File: config.mk
export PLATFORM = sky130hd
export DESIGN_NAME = dual_dac_frontend
export DESIGN_NICKNAME = d
export VERILOG_FILES = /design/src/rtl/ddf_pkg.sv /design/src/rtl/ddf_input_stage.sv /design/src/rtl/ddf_hold_stage.sv /design/src/rtl/ddf_drive_flag.sv /design/src/rtl/dual_dac_frontend.sv
export SDC_FILE = /design/constraint.sdc
export NUM_CORES = 1
export LEC_CHECK = 0
export ABC_AREA = 1
export CAP_MARGIN = 10
export CORE_MARGIN = 10
export CORE_UTILIZATION = 54
export DETAILED_ROUTE_END_ITERATION = 10
export PLACE_DENSITY = 0.88
export SETUP_SLACK_MARGIN = 0.5
export SYNTH_ARGS = -nofsm -noshare
export SYNTH_HDL_FRONTEND = slang
export SYNTH_SLANG_ARGS = --single-unit
File: constraint.sdc
create_clock -name clk -period 1.05 [get_ports clk]
set_input_delay 0.21 -clock clk [delete_from_list [all_inputs] [get_ports clk]]
set_output_delay 0.21 -clock clk [all_outputs]
set_load 0.01 [all_outputs]
File: src/rtl/ddf_pkg.sv
package ddf_pkg;
  localparam int unsigned NUM_CH = 2;
  localparam int unsigned CH_A   = 0;
  localparam int unsigned CH_B   = 1;

  typedef enum logic {
    ADDR_B = 1'b0,
    ADDR_A = 1'b1
  } chan_addr_e;

  function automatic logic addr_hits(input logic sel_a, input int unsigned ch);
    return (ch == CH_A) ? (sel_a == ADDR_A) : (sel_a == ADDR_B);
  endfunction
endpackage

File: src/rtl/ddf_input_stage.sv
module ddf_input_stage #(
  parameter int unsigned W = 12
) (
  input  logic         clk,
  input  logic         clr_n,
  input  logic         wr_en,
  input  logic [W-1:0] din,
  output logic [W-1:0] q,
  output logic [W-1:0] q_next
);
  // Next-state value is exported so the second stage can pass a write
  // through in the same edge.
  always_comb q_next = wr_en ? din : q;

  always_ff @(posedge clk or negedge clr_n) begin
    if (!clr_n) q <= '0;
    else        q <= q_next;
  end
endmodule

File: src/rtl/ddf_hold_stage.sv
module ddf_hold_stage #(
  parameter int unsigned W = 12
) (
  input  logic         clk,
  input  logic         clr_n,
  input  logic         follow_n,
  input  logic [W-1:0] src,
  output logic [W-1:0] q
);
  always_ff @(posedge clk or negedge clr_n) begin
    if (!clr_n)        q <= '0;
    else if (!follow_n) q <= src;
  end
endmodule

File: src/rtl/ddf_drive_flag.sv
module ddf_drive_flag (
  input  logic clk,
  input  logic clr_n,
  input  logic awake_n,
  output logic en
);
  always_ff @(posedge clk or negedge clr_n) begin
    if (!clr_n) en <= 1'b0;
    else        en <= awake_n;
  end
endmodule

File: src/rtl/dual_dac_frontend.sv
module dual_dac_frontend #(
  parameter int unsigned RES_BITS = 12
) (
  input  logic                clk,
  input  logic                clr_n,
  input  logic                cs_n,
  input  logic                sel_a,
  input  logic                ld_a_n,
  input  logic                ld_b_n,
  input  logic                shdn_n,
  input  logic [RES_BITS-1:0] din,
  output logic [RES_BITS-1:0] code_a,
  output logic [RES_BITS-1:0] code_b,
  output logic                oe_a,
  output logic                oe_b
);
  import ddf_pkg::*;

  localparam int unsigned W = RES_BITS;

  logic [W-1:0]      in_q    [NUM_CH];
  logic [W-1:0]      in_next [NUM_CH];
  logic [W-1:0]      out_q   [NUM_CH];
  logic [NUM_CH-1:0] ld_n;
  logic [NUM_CH-1:0] drv;

  always_comb begin
    ld_n[CH_A] = ld_a_n;
    ld_n[CH_B] = ld_b_n;
  end

  for (genvar ch = 0; ch < NUM_CH; ch++) begin : g_ch
    logic wr_en;
    always_comb wr_en = !cs_n && addr_hits(sel_a, ch);

    ddf_input_stage #(.W(W)) u_in (
      .clk    (clk),
      .clr_n  (clr_n),
      .wr_en  (wr_en),
      .din    (din),
      .q      (in_q[ch]),
      .q_next (in_next[ch])
    );

    ddf_hold_stage #(.W(W)) u_hold (
      .clk      (clk),
      .clr_n    (clr_n),
      .follow_n (ld_n[ch]),
      .src      (in_next[ch]),
      .q        (out_q[ch])
    );

    ddf_drive_flag u_drv (
      .clk     (clk),
      .clr_n   (clr_n),
      .awake_n (shdn_n),
      .en      (drv[ch])
    );
  end

  assign code_a = out_q[CH_A];
  assign code_b = out_q[CH_B];
  assign oe_a   = drv[CH_A];
  assign oe_b   = drv[CH_B];
endmodule

==> results of run 1 <==
-- per-stage QoR --
| step | hold WS [ns] | utilization | setup slack [ns] |
|---|---|---|---|
| 2_1_floorplan | -0.0856 | - | 0.294 |
| 3_3_place_gp | 0.214 | 0.787 | -0.435 |
| 3_5_place_dp | 0.213 | 0.787 | -0.485 |
| 4_1_cts | -0.126 | 0.915 | -0.0145 |
-- timing repair --
| action | in CTS |
|---|---|
| gates resized for setup | 235 |
| pin swaps | 71 |
| setup buffers | 13 |
| gates cloned | 5 |
| endpoints found under the hold margin | 49 |
| setup endpoints to repair | 74 |
-- logic make-up after synthesis --
kind of cell	count (synthesis)	synth area share
AND/OR/NAND/NOR	147	0.316
flip-flops	49	0.587
buffers and inverters	50	0.0976
-- synthesized netlist by cell type --
| master | n | area share |
|---|---|---|
| and2_1 | 24 | 0.072 |
| dfrtp_1 | 49 | 0.59 |
| buf_2 | 4 | 0.0096 |
| clkbuf_1 | 4 | 0.0072 |
| buf_4 | 1 | 0.0036 |
| nand2_1 | 86 | 0.15 |
| inv_1 | 40 | 0.072 |
| buf_6 | 1 | 0.0054 |
| nor2_2 | 1 | 0.0030 |
| nand3_1 | 36 | 0.086 |
==> run_results.csv, run 1 <==
group,metric,value,unit
placed_design,io_buffers,44,
clocking,htreeDepth,2,
die,die_w,82.2,µm
synthesis,syn-num-nets,265,
placed_design,dp.cells,344,
clocking,clock_tree.root_cell,"clkbuf_8",
synthesis,syn_area,2090,µm²
die,ios,45,
placed_design,gp_congestion,0.783,
status,status,"aborted with a tool error",
synthesis,synth_cell_types,10,
placed_design,postPlaceCellArea,2900,µm²
synthesis,synth.ff_latch_count,49,
synthesis,seq_area_frac_synth,0.587,
status,error_line,"[ERROR DPL-0038] Utilization greater than 100%, impossible to legalize",
timing,endpoint_type,"output port",
die,initial_core_util,0.566,
clocking,cts_buffer_depth,2,
synthesis,ys_warn_count,0,
clocking,numClockSinks,49,
clocking,cts_made_buffers,5,
timing,crit_endpoint,"code_a[8]",
global_route,grt_max_degree,50,
die,die_y,82.2,µm
placed_design,post-dp-hpwl,3650,µm
die,num_rows,22,
status,stop_stage,"5_1_grt",
synthesis,syn_inst,246,
synthesis,syn_area_per_cell,8.49,µm²
==> run 2: changes to the inputs <==
Settings changed: CORE_UTILIZATION 54 to 40, PLACE_DENSITY 0.88 to default, PLACE_DENSITY_LB_ADDON from default to 0.15, SETUP_SLACK_MARGIN 0.5 to default.
==> run 2 against run 1 <==
Compared with the run above: the flow now finishes without violations; synthesized area stayed put; synthesized cell count is the same.
==> run_results.csv, run 2 <==
group,metric,value,unit
status,status,"complete, no violations",
die,core,5070,µm²
timing,hold_ws,0.341,ns
setup_path,timing.rr.start,"g_ch[1].u_hold.q[5]",
setup_path,r2r_setup_slack,0.07,ns
die,die_w,92.3,µm
placed_design,gp_congestion,0.742,
detailed_routing,first_pass_iters,4,
worst_hold_path,hold_path_depth,1,
placed_design,post-dp-hpwl,3230,µm
timing,min_period,1.04,ns
clocking,numClockSinks,49,
clocking,clock_tree.root_cell,"clkbuf_8",
clocking,path_clk_slew,0.09,ns
setup_path,crit_path_cell_trace,"buf_2",
timing,period_share,0.995,
timing,setup_viol,0,
detailed_routing,remaining_drc_errors,0,
cells_and_area,layout_commonest_cell,"nand2_1",
global_route,antenna_found_initial,0,
global_route,grt_pass1_vias,1750,
setup_path,path_buf_inv,1,
synthesis,syn_area,2090,µm²
clocking,cts_buffer_depth,2,
synthesis,yosysTopAreaCell,"dfrtp_1",
detailed_routing,ant_nets,0,
setup_path,crit_required,0.84,ns
synthesis,ys_warn_count,0,
synthesis,synth_top_area_frac,0.587,
cells_and_area,drive_above_1_share,0.203,
setup_path,worstPathArrival,0.83,ns
global_route,grt_use_total,0.116,
synthesis,synth_cell_types,10,
synthesis,seq_area_frac_synth,0.587,
synthesis,synth.top_cells.by_count,"86 x nand2_1, 49 x dfrtp_1, 40 x inv_1",
clocking,insertion_delay,0.30,ns
worst_hold_path,hold_start,"shdn_n",
setup_path,r2r_end,"g_ch[1].u_hold.q[5]",
clocking,tritoncts,"built",
timing,fmax,957,MHz
cells_and_area,mostFrequentLayoutCells,"84 x nand2_1, 49 x dfrtp_1, 39 x inv_1",
synthesis,syn_inst,246,
worst_hold_path,worstHoldPathType,"primary input to register",
detailed_routing,wl_per_cell,11.7,µm
power_and_ir_drop,p_leak,1.53,nW
timing,slew_violations,0,
synthesis,syn_area_per_cell,8.49,µm²
cells_and_area,fin_cells,385,
setup_path,cp_max_fo,2,
clocking,htreeDepth,2,
synthesis,synth_top_flop_cell,"dfrtp_1",
die,num_rows,26,
synthesis,ys_top_cells_by_area,"dfrtp_1 59%, nand2_1 15%, nand3_1 8.6%",
detailed_routing,vias,1615,
setup_path,cpMaxStageDelayCell,"dfrtp_1",
global_route,grt_pass1_wl,8090,µm
die,ios,45,
detailed_routing,drt_iter0_drc,50,
setup_path,critPathTopFamily,"flip-flops",
setup_path,endpoint_kind,"output port",
timing,fin_worst_skew,0.00848,ns
setup_path,cpPeakStageDelay,0.39,ns
synthesis,yosysMostFrequentCell,"nand2_1",
power_and_ir_drop,ir_drop,886,µV
die,die_y,92.3,µm
worst_hold_path,whs_endpoint,"g_ch[0].u_drv.en",
timing,grt_setup_unrepaired,"yes",
synthesis,syn-num-nets,265,
timing,hold_violations,0,
synthesis,async_flop_share,1.00,
setup_path,start_kind,"register",
cells_and_area,largestRegisters,"g_ch.u_hold.q (24), g_ch.u_in.q (24), g_ch.u_drv.en (1)",
flow_run,maxCapViolations,0,
placed_design,io_buffers,44,
die,dieArea,8510,µm²
power_and_ir_drop,power.density,1520,nW/µm²
timing,slew_headroom,0.744,
cells_and_area,syn2layout_area_growth,33.3,%
global_route,grt_max_degree,50,
synthesis,synth_edf_count,0,
cells_and_area,antenna_cells,0,
placed_design,dp.cells,370,
cells_and_area,num-nets-final,334,
clocking,cts_made_buffers,5,
synthesis,synth.ff_latch_count,49,
die,initial_core_util,0.412,
timing,tightest_slew,0.383,ns
setup_path,r2r_cells,5,
global_route,overflow,0,
detailed_routing,drt-total-wl,4520,µm
detailed_routing,vias_per_cell,4.19,
setup_path,worstSetupPathType,"register to output port",
run 2: cell counts after synthesis:
Identical to the previous run, type by type.
run 2: cell families after synthesis:
kind of cell           after synthesis  synth area share
buffers and inverters               50            0.0976
DFF                                 49             0.587
and+or+nand+nor                    147             0.316
run 2: how the worst max path moves through the flow:
| stage | from | cells past startpoint | end | slack (ns) |
|---|---|---|---|---|
| global placement | sel_a | 6 | g_ch[1].u_in.q[9] | -0.39 |
| global route | g_ch[1].u_hold.q[1] | 1 | code_b[1] | -0.04 |
| detailed placement | sel_a | 6 | g_ch[1].u_in.q[7] | -0.43 |
| finish | g_ch[0].u_hold.q[8] | 1 | code_a[8] | 0.005 |
| floorplan | cs_n | 4 | g_ch[0].u_in.q[2] | 0.21 |
| CTS | g_ch[1].u_hold.q[7] | 1 | code_b[7] | -0.003 |
run 2: metrics by stage:
stage	TNS, ns	utilization	cell area [µm²]	power, W	setup WS (ns)
CTS	-0.00251	0.530	2690	0.00422	-0.00251
global placement	-17.98	0.536	2720	0.00321	-0.391
detailed placement	-19.84	0.536	2720	0.00322	-0.434
global route	-0.626	0.549	2790	0.00454	-0.0423
finish	0	0.549	2790	0.00424	0.00535
floorplan	0	-	2090	0.00268	0.206
run 2: report_power, final:
part	switching (W)	internal, W	leakage, nW
clock network	0.000591	0.000523	0.0443
logic	0.000450	0.000467	0.927
registers	0.0000914	0.00212	0.554
total	0.00113	0.00311	1.53
run 2: cell type report:
cell class                      instances  area, µm²
Multi-Input combinational cell        147        664
Fill cell                             533       2290
Clock buffer                            7       86.3
Sequential cell                        49       1230
Tap cell                               70       87.6
Inverter                               40        150
Timing Repair Buffer                   72        571
run 2: layer usage:
metal / vias up / wire length, µm / GRT usage
li1: 863 / - / -
met1: 716 / 2130 / 0.139
met3: 8 / 244 / 0.0391
met5: - / 0 / 0
met2: 28 / 2060 / 0.186
met4: 0 / 91 / 0.0501
run 2: what timing repair did:
action                                 in CTS  in global routing
resized for setup                         106                 12
setup buffers                               0                  6
pin swaps                                   0                  1
setup endpoints to repair                  74                 74
gates cloned                                0                  1
endpoints found under the hold margin      49                  0
hold buffers                                1                  0
run 2: worst register-to-register path, delay by kind of cell (launching register included):
| kind | cells | cell delay [ns] |
|---|---|---|
| buf+inv | 3 | 0.38 |
| flops | 1 | 0.40 |
| simple gates | 2 | 0.11 |
(Power assumes the default switching activity.)
